$ cat src/rtl/chan_evt_pkg.sv
package chan_evt_pkg;

  typedef struct packed {
    logic       cont_cap;      // 14
    logic       t1_en_t2;      // 13
    logic       tr_blk_m2_sel; // 12
    logic       t2_blk_m1;     // 11
    logic       t1_blk_m1;     // 10
    logic       m2_blk_tr;     // 9
    logic       m2_blk_m1;     // 8
    logic       m1_blk_m2;     // 7
    logic       m1_en_m2;      // 6
    logic       m1_en_tr;      // 5
    logic       mcap_both;     // 4
    logic       tcap_both;     // 3
    logic       tsr_second;    // 2
    logic [1:0] msr;           // 1:0
  } mode_t;

  localparam int MODE_W = $bits(mode_t);

  // Transition flag clear command: one-hot style mask {B, A}
  function automatic logic [1:0] tflag_clear_mask(input logic [1:0] code);
    case (code)
      2'b00:   return 2'b01;
      2'b01:   return 2'b10;
      2'b10:   return 2'b11;
      default: return 2'b00;
    endcase
  endfunction

  // Enable flag clear command uses a different code order
  function automatic logic [1:0] enable_clear_mask(input logic [1:0] code);
    case (code)
      2'b00:   return 2'b01;
      2'b01:   return 2'b11;
      2'b10:   return 2'b10;
      default: return 2'b00;
    endcase
  endfunction

  // Service decision for match events; index 0 is unit A
  function automatic logic match_service(input logic [1:0] msr,
                                         input logic [1:0] hit,
                                         input logic [1:0] mev);
    case (msr)
      2'b00:   return 1'b0;
      2'b01:   return hit[1];
      2'b10:   return (hit[0] & (mev[1] | hit[1])) | (hit[1] & (mev[0] | hit[0]));
      default: return hit[0] | hit[1];
    endcase
  endfunction

endpackage

$ cat src/rtl/chan_match_unit.sv
module chan_match_unit #(
  parameter int TB_W = 24
) (
  input  logic            clk,
  input  logic            rst_n,
  input  logic            wr_i,
  input  logic [TB_W-1:0] val_i,
  input  logic [TB_W-1:0] tb_i,
  input  logic            gate_i,
  input  logic            clr_i,
  output logic            en_o,
  output logic            hit_o
);

  logic [TB_W-1:0] val_q;
  logic            en_q;

  assign hit_o = en_q & gate_i & (tb_i == val_q);
  assign en_o  = en_q;

  always_ff @(posedge clk or negedge rst_n) begin
    if (!rst_n) begin
      val_q <= '0;
      en_q  <= 1'b0;
    end else begin
      if (wr_i) val_q <= val_i;
      if (wr_i)               en_q <= 1'b1;
      else if (hit_o | clr_i) en_q <= 1'b0;
    end
  end

  // a match disables its own unit unless rewritten in the same cycle
  p_self_block_r2: assert property (@(posedge clk) disable iff (!rst_n)
    hit_o && !wr_i |=> !en_o);

  // a value write always leaves the unit enabled
  p_wr_enables_r2: assert property (@(posedge clk) disable iff (!rst_n)
    wr_i |=> en_o);

endmodule

$ cat src/rtl/chan_cap_reg.sv
module chan_cap_reg #(
  parameter int TB_W = 24
) (
  input  logic            clk,
  input  logic            rst_n,
  input  logic            tr_wr_i,
  input  logic            m_wr_i,
  input  logic            clr_own_i,
  input  logic [TB_W-1:0] tb_i,
  output logic [TB_W-1:0] cap_o
);

  logic [TB_W-1:0] cap_q;
  logic            own_q;   // set while the value came from a transition

  always_ff @(posedge clk or negedge rst_n) begin
    if (!rst_n) begin
      cap_q <= '0;
      own_q <= 1'b0;
    end else if (tr_wr_i) begin
      cap_q <= tb_i;
      own_q <= 1'b1;
    end else begin
      if (m_wr_i && !own_q) cap_q <= tb_i;
      if (clr_own_i)        own_q <= 1'b0;
    end
  end

  assign cap_o = cap_q;

  // a transition-owned value survives any match write
  p_tr_priority_r11: assert property (@(posedge clk) disable iff (!rst_n)
    own_q && !tr_wr_i |=> $stable(cap_o));

  // a transition write always lands
  p_tr_lands_r11: assert property (@(posedge clk) disable iff (!rst_n)
    tr_wr_i |=> cap_o == $past(tb_i));

endmodule

$ cat src/rtl/chan_evt_top.sv
module chan_evt_top
  import chan_evt_pkg::*;
#(
  parameter int TB_W = 24
) (
  input  logic              clk,
  input  logic              rst_n,
  input  logic [MODE_W-1:0] mode_cfg,
  input  logic [TB_W-1:0]   tbase_a,
  input  logic [TB_W-1:0]   tbase_b,
  input  logic              mval_wr_a,
  input  logic              mval_wr_b,
  input  logic [TB_W-1:0]   mval_a,
  input  logic [TB_W-1:0]   mval_b,
  input  logic              edge_a,
  input  logic              edge_b,
  input  logic [1:0]        tflag_clr,
  input  logic [1:0]        men_clr,
  input  logic [1:0]        mflag_clr,
  output logic              men_a,
  output logic              men_b,
  output logic              mflag_a,
  output logic              mflag_b,
  output logic              tflag_a,
  output logic              tflag_b,
  output logic              svc_req,
  output logic [TB_W-1:0]   cap_a,
  output logic [TB_W-1:0]   cap_b
);

  localparam int NU = 2;

  mode_t m;
  assign m = mode_t'(mode_cfg);

  logic [TB_W-1:0] tb  [NU];
  logic [TB_W-1:0] val [NU];
  logic [TB_W-1:0] cap [NU];
  logic [NU-1:0] wr, men, hit, gate_m, xblk, en_kill, tclr, eclr;
  logic [NU-1:0] mev_q, tev_q, mev_nxt, tev_nxt, ev, tr_wr, m_wr;
  logic          tr_open, m2_lock, cont_a, t_first, t_second, svc_set, svc_q, svc_nxt;

  assign tb[0]  = tbase_a;   assign tb[1]  = tbase_b;
  assign val[0] = mval_a;    assign val[1] = mval_b;
  assign wr     = {mval_wr_b, mval_wr_a};
  assign tclr   = tflag_clear_mask(tflag_clr);
  assign eclr   = enable_clear_mask(men_clr);

  // Match gating by transitions and by the other match
  assign m2_lock   = m.m1_en_m2 & (m.m1_blk_m2 | ~mev_q[0]);
  assign gate_m[0] = ~(m.t1_blk_m1 & tev_q[0]) & ~(m.t2_blk_m1 & tev_q[1]);
  assign gate_m[1] = ~m2_lock & ~tev_q[m.tr_blk_m2_sel];
  assign xblk[0]   = m.m2_blk_m1 & hit[1];
  assign xblk[1]   = m.m1_blk_m2 & hit[0];
  assign en_kill   = eclr | xblk;

  // Transition qualification
  assign tr_open  = (~m.m1_en_tr | mev_q[0]) & ~(m.m2_blk_tr & mev_q[1]);
  assign ev[0]    = edge_a & tr_open & ~tev_q[0];
  assign ev[1]    = edge_b & tr_open & ~tev_q[1] & (~m.t1_en_t2 | tev_q[0]);
  assign cont_a   = m.cont_cap & edge_a & tr_open & tev_q[0];
  assign t_first  = (ev[0] | ev[1]) & ~tev_q[0] & ~tev_q[1];
  assign t_second = (ev[0] & tev_q[1]) | (ev[1] & tev_q[0]) | (ev[0] & ev[1]);

  // Flag next state: a new event wins over a clear
  assign mev_nxt = hit | (mev_q & ~mflag_clr);
  assign tev_nxt = ev  | (tev_q & ~tclr);

  assign svc_set = match_service(m.msr, hit, mev_q) | (m.tsr_second ? t_second : t_first);
  assign svc_nxt = svc_set | (svc_q & (|{mev_nxt, tev_nxt}));

  // Capture strobes
  assign tr_wr[0] = (m.tcap_both ? t_second : ev[0]) | cont_a;
  assign tr_wr[1] =  m.tcap_both ? t_second : ev[1];
  assign m_wr[0]  =  m.mcap_both ? (|hit) : hit[0];
  assign m_wr[1]  =  m.mcap_both ? (|hit) : hit[1];

  for (genvar i = 0; i < NU; i++) begin : g_unit
    chan_match_unit #(.TB_W(TB_W)) u_match (
      .clk(clk), .rst_n(rst_n), .wr_i(wr[i]), .val_i(val[i]), .tb_i(tb[i]),
      .gate_i(gate_m[i]), .clr_i(en_kill[i]), .en_o(men[i]), .hit_o(hit[i]));
    chan_cap_reg #(.TB_W(TB_W)) u_cap (
      .clk(clk), .rst_n(rst_n), .tr_wr_i(tr_wr[i]), .m_wr_i(m_wr[i]),
      .clr_own_i(tclr[i]), .tb_i(tb[i]), .cap_o(cap[i]));
  end

  always_ff @(posedge clk or negedge rst_n) begin
    if (!rst_n) begin
      mev_q <= '0;
      tev_q <= '0;
      svc_q <= 1'b0;
    end else begin
      mev_q <= mev_nxt;
      tev_q <= tev_nxt;
      svc_q <= svc_nxt;
    end
  end

  assign men_a   = men[0];   assign men_b   = men[1];
  assign mflag_a = mev_q[0]; assign mflag_b = mev_q[1];
  assign tflag_a = tev_q[0]; assign tflag_b = tev_q[1];
  assign svc_req = svc_q;
  assign cap_a   = cap[0];   assign cap_b   = cap[1];

  // the request never stands without an event flag behind it
  p_svc_backed_r14: assert property (@(posedge clk) disable iff (!rst_n)
    svc_req |-> (mflag_a | mflag_b | tflag_a | tflag_b));

  // the request holds while flags remain
  p_svc_holds_r14: assert property (@(posedge clk) disable iff (!rst_n)
    svc_req |=> svc_req || !(mflag_a | mflag_b | tflag_a | tflag_b));

  // single-match mode never lets unit B fire
  p_m2_locked_r4: assert property (@(posedge clk) disable iff (!rst_n)
    m.m1_en_m2 && m.m1_blk_m2 |-> !hit[1]);

  // transitions stay out until match A has occurred
  p_tr_wait_r5: assert property (@(posedge clk) disable iff (!rst_n)
    m.m1_en_tr && !mflag_a && !tflag_a |=> !tflag_a);

  // in ordered mode B can only rise while A is already recorded
  p_ordered_r7: assert property (@(posedge clk) disable iff (!rst_n)
    $rose(tflag_b) && $past(m.t1_en_t2) && $past(tflag_clr) == 2'b11 |-> tflag_a);

endmodule

$ cat config.mk
export PLATFORM = sky130hd
export DESIGN_NAME = chan_evt_top
export DESIGN_NICKNAME = d
export VERILOG_FILES = /design/src/rtl/chan_evt_pkg.sv /design/src/rtl/chan_match_unit.sv /design/src/rtl/chan_cap_reg.sv /design/src/rtl/chan_evt_top.sv
export SDC_FILE = /design/constraint.sdc
export NUM_CORES = 1
export LEC_CHECK = 0
export BUFFER_PORTS_ARGS = -buffer_cell sky130_fd_sc_hd__buf_2
export CAP_MARGIN = 40
export CORE_MARGIN = 5
export CORE_UTILIZATION = 50
export DETAILED_ROUTE_END_ITERATION = 7
export PLACE_DENSITY = 0.88
export SYNTH_ARGS = -nofsm -noshare
export SYNTH_HDL_FRONTEND = slang
export SYNTH_HIERARCHICAL = 1
export SYNTH_SLANG_ARGS = --single-unit
$ cat constraint.sdc
create_clock -name clk -period 2.7 [get_ports clk]
set_input_delay 0.54 -clock clk [delete_from_list [all_inputs] [get_ports clk]]
set_output_delay 0.54 -clock clk [all_outputs]
set_load 0.02 [all_outputs]
==> report_table.html <==
<table>
<tr><th>Metric</th><th>Value</th></tr>
<tr><th colspan="2">Status</th></tr>
<tr><td>Status</td><td>finished clean</td></tr>
<tr><th colspan="2">Routing</th></tr>
<tr><td>Number of DRC violations after detailed routing</td><td>0</td></tr>
<tr><td>Vias per std cell</td><td>5.30</td></tr>
<tr><td>Iteration-0 DRC count of the detailed router</td><td>202</td></tr>
<tr><td>Routed wirelength normalized by instance count</td><td>17.9 µm</td></tr>
<tr><td>Wire length reported by the detailed router</td><td>12400 µm</td></tr>
<tr><td>Count of nets left with antenna violations after detail routing</td><td>0</td></tr>
<tr><td>Initial DRT Pass Iterations</td><td>4</td></tr>
<tr><td>Total via count in the routed design</td><td>3658</td></tr>
<tr><th colspan="2">Clocking</th></tr>
<tr><td>Clock-pin slew of the registers on the worst-case setup and hold paths</td><td>90 ps</td></tr>
<tr><td>H-tree lvl count</td><td>3</td></tr>
<tr><td>Buffer levels on the longest clock path</td><td>2</td></tr>
<tr><td>CTS tree</td><td>done</td></tr>
<tr><td>Number of gates resized after cts</td><td>0</td></tr>
<tr><td>Clock latency at the later pin of the worst-skew pair</td><td>360 ps</td></tr>
<tr><td>Total clock sinks</td><td>105</td></tr>
<tr><td>Inserted Clock Buffers</td><td>9</td></tr>
<tr><td>Number of hold buffers added after cts</td><td>0</td></tr>
<tr><td>CTS Root Cell</td><td>clkbuf_8</td></tr>
<tr><td>Setup fix buffers added after clock tree synthesis</td><td>0</td></tr>
<tr><th colspan="2">Global route</th></tr>
<tr><td>Number of antenna violations at the first check in global routing</td><td>0</td></tr>
<tr><td>Global router's overall resource usage</td><td>20.8%</td></tr>
<tr><td>Global-route wire length before repair</td><td>19100 µm</td></tr>
<tr><td>Pin count of the biggest net entering global routing</td><td>55</td></tr>
<tr><td>Met3 Use GR</td><td>3.52%</td></tr>
<tr><td>Global-route layer with the greatest usage</td><td>met2</td></tr>
<tr><td>Number of global-route vias before repair</td><td>3928</td></tr>
<tr><td>Remaining global-route overflow</td><td>0</td></tr>
<tr><td>Met1 track demand over resource</td><td>26.0%</td></tr>
<tr><td>Met2 track demand over resource in global routing</td><td>34.7%</td></tr>
<tr><th colspan="2">STA</th></tr>
<tr><td>Peak clock frequency supported by timing</td><td>0.407 GHz</td></tr>
<tr><td>Period minus WS final</td><td>2460 ps</td></tr>
<tr><td>RSZ-0062 raised after global routing</td><td>no</td></tr>
<tr><td>Final setup viols</td><td>0</td></tr>
<tr><td>Slew of the pin with the lowest slew margin</td><td>839 ps</td></tr>
<tr><td>Final WS setup</td><td>241 ps</td></tr>
<tr><td>Skew final</td><td>10.4 ps</td></tr>
<tr><td>Tcrit/Tclk final</td><td>91.1%</td></tr>
<tr><td>Final Hold Viols</td><td>0</td></tr>
<tr><td>Relative slew slack</td><td>44.0%</td></tr>
<tr><td>Max-slew violations</td><td>0</td></tr>
<tr><th colspan="2">Critical path</th></tr>
<tr><td>Register-to-register setup slack</td><td>240 ps</td></tr>
<tr><td>Signal arrival time at the worst endpoint</td><td>2700 ps</td></tr>
<tr><td>Start point of the critical path</td><td>g_unit[0].u_match/val_q[17]</td></tr>
<tr><td>Endpoint class of the critical path</td><td>flop</td></tr>
<tr><td>Worst-path fanout max</td><td>24</td></tr>
<tr><td>CP startpoint kind</td><td>flop</td></tr>
<tr><td>Reg2Reg Depth</td><td>8</td></tr>
<tr><td>Destination of the critical timing path</td><td>g_unit[0].u_cap/cap_o[6]</td></tr>
<tr><td>Type of the worst setup path</td><td>reg2reg</td></tr>
<tr><td>FF-to-FF End</td><td>g_unit[0].u_cap/cap_o[6]</td></tr>
<tr><td>Worst endpoint required time</td><td>2940 ps</td></tr>
<tr><td>Worst flop-to-flop path startpoint</td><td>g_unit[0].u_match/val_q[17]</td></tr>
<tr><th colspan="2">Floorplanning</th></tr>
<tr><td>Number of placed I/O pins</td><td>178</td></tr>
<tr><td>Std cell rows</td><td>36</td></tr>
<tr><td>DIE AREA</td><td>12000 µm²</td></tr>
<tr><td>Die Span Y</td><td>110 µm</td></tr>
<tr><td>Placeable Area</td><td>9730 µm²</td></tr>
<tr><td>Initial Utilization</td><td>51.0%</td></tr>
<tr><td>Die boundary width</td><td>110 µm</td></tr>
<tr><th colspan="2">Power and ir drop</th></tr>
<tr><td>Power Dens Cells</td><td>771 nW/µm²</td></tr>
<tr><td>Power Internal</td><td>0.00315 W</td></tr>
<tr><td>Clock network power share</td><td>21.1%</td></tr>
<tr><td>Switching component of the power</td><td>0.00163 W</td></tr>
<tr><td>Leakage</td><td>2.90 nW</td></tr>
<tr><td>Combinational cell fraction of total power</td><td>33.4%</td></tr>
<tr><td>Sequential group share of total power</td><td>45.5%</td></tr>
<tr><td>Net switching share of the total power</td><td>34.0%</td></tr>
<tr><td>Max VDD drop</td><td>0.467 mV</td></tr>
<tr><th colspan="2">Synthesis</th></tr>
<tr><td>Synthesized-area fraction occupied by adder cells</td><td>1.26%</td></tr>
<tr><td>Number of enable-type register cells in the synthesized netlist</td><td>0</td></tr>
<tr><td>Proportion of synthesized chip area in sequential cells</td><td>53.0%</td></tr>
<tr><td>Number of unique standard cell types used by synthesis</td><td>43</td></tr>
<tr><td>Synth Flop Type</td><td>dfrtp_1</td></tr>
<tr><td>Flip-flop and latch count after synthesis</td><td>105</td></tr>
<tr><td>Combinational family with the most area after synthesis</td><td>multiplexers</td></tr>
<tr><td>Share of synthesized flip-flops with an asynchronous set or reset</td><td>100%</td></tr>
<tr><td>Synth Instances</td><td>372</td></tr>
<tr><td>Synthesis Warnings</td><td>6</td></tr>
<tr><td>Fraction of synthesized area in multiplexers</td><td>22.0%</td></tr>
<tr><td>Basic-gate share of the synthesized area counting and, or, nand and nor cells</td><td>7.52%</td></tr>
<tr><td>Post-synthesis cell area</td><td>4960 µm²</td></tr>
<tr><td>Syn nets</td><td>500</td></tr>
<tr><td>Fraction of the mapped netlist area in compound gates</td><td>5.25%</td></tr>
<tr><td>Synthesized area divided by synthesized cell count</td><td>13.3 µm²</td></tr>
<tr><td>Parity-gate share of the synthesized area counting xor and xnor cells</td><td>8.47%</td></tr>
<tr><th colspan="2">Placed design</th></tr>
<tr><td>Placed cell area</td><td>5990 µm²</td></tr>
<tr><td>Buffers added on ports</td><td>177</td></tr>
<tr><td>DP Wirelength</td><td>9700 µm</td></tr>
<tr><td>Final estimated routing congestion in global placement</td><td>0.866</td></tr>
<tr><td>Cell count after placement</td><td>676</td></tr>
<tr><td>Worst-case setup slack after placement</td><td>-11.0 ps</td></tr>
<tr><th colspan="2">Finish</th></tr>
<tr><td>Post-route cell area</td><td>6190 µm²</td></tr>
<tr><td>Count of nets after finishing</td><td>682</td></tr>
<tr><td>Final instance count without filler cells</td><td>690</td></tr>
<tr><td>Proportion of layout cells with a drive suffix above 1</td><td>53.9%</td></tr>
<tr><td>Filler Cell Count</td><td>784</td></tr>
<tr><td>Synthesis-to-layout area growth</td><td>24.8%</td></tr>
<tr><td>Antenna fix cells</td><td>0</td></tr>
<tr><th colspan="2">Hold path</th></tr>
<tr><td>Worst hold-check path type</td><td>in2async</td></tr>
<tr><th colspan="2">Run</th></tr>
<tr><td>Max_cap viols</td><td>0</td></tr>
</table>
synth_stat cells, types with 5 or more instances:
library cell,number,area share [%]
nand4_1,17,2.1
nor2_1,6,0.45
xor2_1,10,1.8
mux2_2,92,21
nand2b_1,8,1.0
inv_1,9,0.68
buf_2,5,0.50
xnor2_1,38,6.7
dfrtp_1,105,53
nand2_1,7,0.53
nand3_1,6,0.61
ha_1,5,1.3
critical path: stages (launching register included):
cell	delay [ps]
dfrtp_1	400
xor2_1	250
nor4_1	110
nand4_1	100
nor4b_1	60
buf_4	150
a21o_1	180
a21oi_4	670
mux2_2	420
flip-flops by register name (all words and copies together), names as in the netlist:
name,count
g_unit.u_match/en_o,2
g_unit.u_cap/cap_o,48
g_unit.u_cap/own_q,2
mev_q,2
g_unit.u_match/val_q,48
svc_req,1
tev_q,2
cell type report:
cell class,count,area [µm²],share of cell area [%]
inverter,13,48.8,0.788
clock buffer,12,165,2.67
clock inverter,2,37.5,0.606
multi-input combinational,243,2210,35.7
sequential,105,2630,42.4
tap,133,166,2.69
timing repair buffer,182,938,15.2
metrics by stage:
stage          setup TNS, ps  util [%]  hold WS [ps]  power, W
3_3_place_gp               0      61.5           470   0.00373
6_report                   0      63.6           219   0.00478
2_1_floorplan              0         -           244   0.00319
3_5_place_dp           -60.9      61.5           477   0.00381
5_1_grt                    0      63.6           250   0.00503
4_1_cts                    0      63.6           225   0.00482
power groups by stage:
stage / registers (W) / logic [W] / clock network (W)
finish: 0.00217 / 0.00159 / 0.00101
global route: 0.00222 / 0.00171 / 0.00110
CTS: 0.00217 / 0.00161 / 0.00104
detailed placement: 0.00220 / 0.00161 / 0
global placement: 0.00217 / 0.00156 / 0
floorplan: 0.00257 / 0.000616 / 0
worst min path at each step:
stage / startpoint / end / cells after the start
finish: rst_n / g_unit[0].u_match/val_q[17] / 1
CTS: rst_n / g_unit[0].u_match/val_q[17] / 1
global route: rst_n / g_unit[1].u_match/val_q[4] / 1
floorplan: rst_n / g_unit[0].u_cap/cap_o[0] / 0
global placement: g_unit[0].u_cap/cap_o[1] / g_unit[0].u_cap/cap_o[1] / 1
detailed placement: g_unit[1].u_cap/cap_o[18] / g_unit[1].u_cap/cap_o[18] / 1
kinds of logic after synthesis:
family	count (synthesis)
muxes	97
buffers and inverters	24
xor gates and xnor gates	48
and+or+nand+nor	61
adders and majority gates	5
DFF	105
AOI/OAI and AO/OA	32
placed cells by master, fill, tap and decap left out, drive strengths merged, types with 3 or more instances in the layout:
cell type / netlist / final
buf: 9 / 182
dfrtp: 105 / 105
mux2: 96 / 96
xnor2: 38 / 38
nand4: 17 / 17
inv: 13 / 13
clkbuf: 2 / 12
xor2: 10 / 10
nand2b: 9 / 9
nand2: 7 / 7
a21oi: 7 / 7
nor2: 6 / 6
nand3: 6 / 6
nor4: 6 / 6
o21ai: 6 / 6
ha: 5 / 5
a21o: 4 / 4
a22oi: 3 / 3
routing by layer:
| layer | share of wire (%) | routed length [µm] |
|---|---|---|
| met5 | 0 | 0 |
| met3 | 5.6 | 699 |
| met4 | 2.9 | 365 |
| met1 | 39 | 4820 |
| met2 | 52 | 6500 |
No activity file was read; power rests on OpenSTA's default activity.
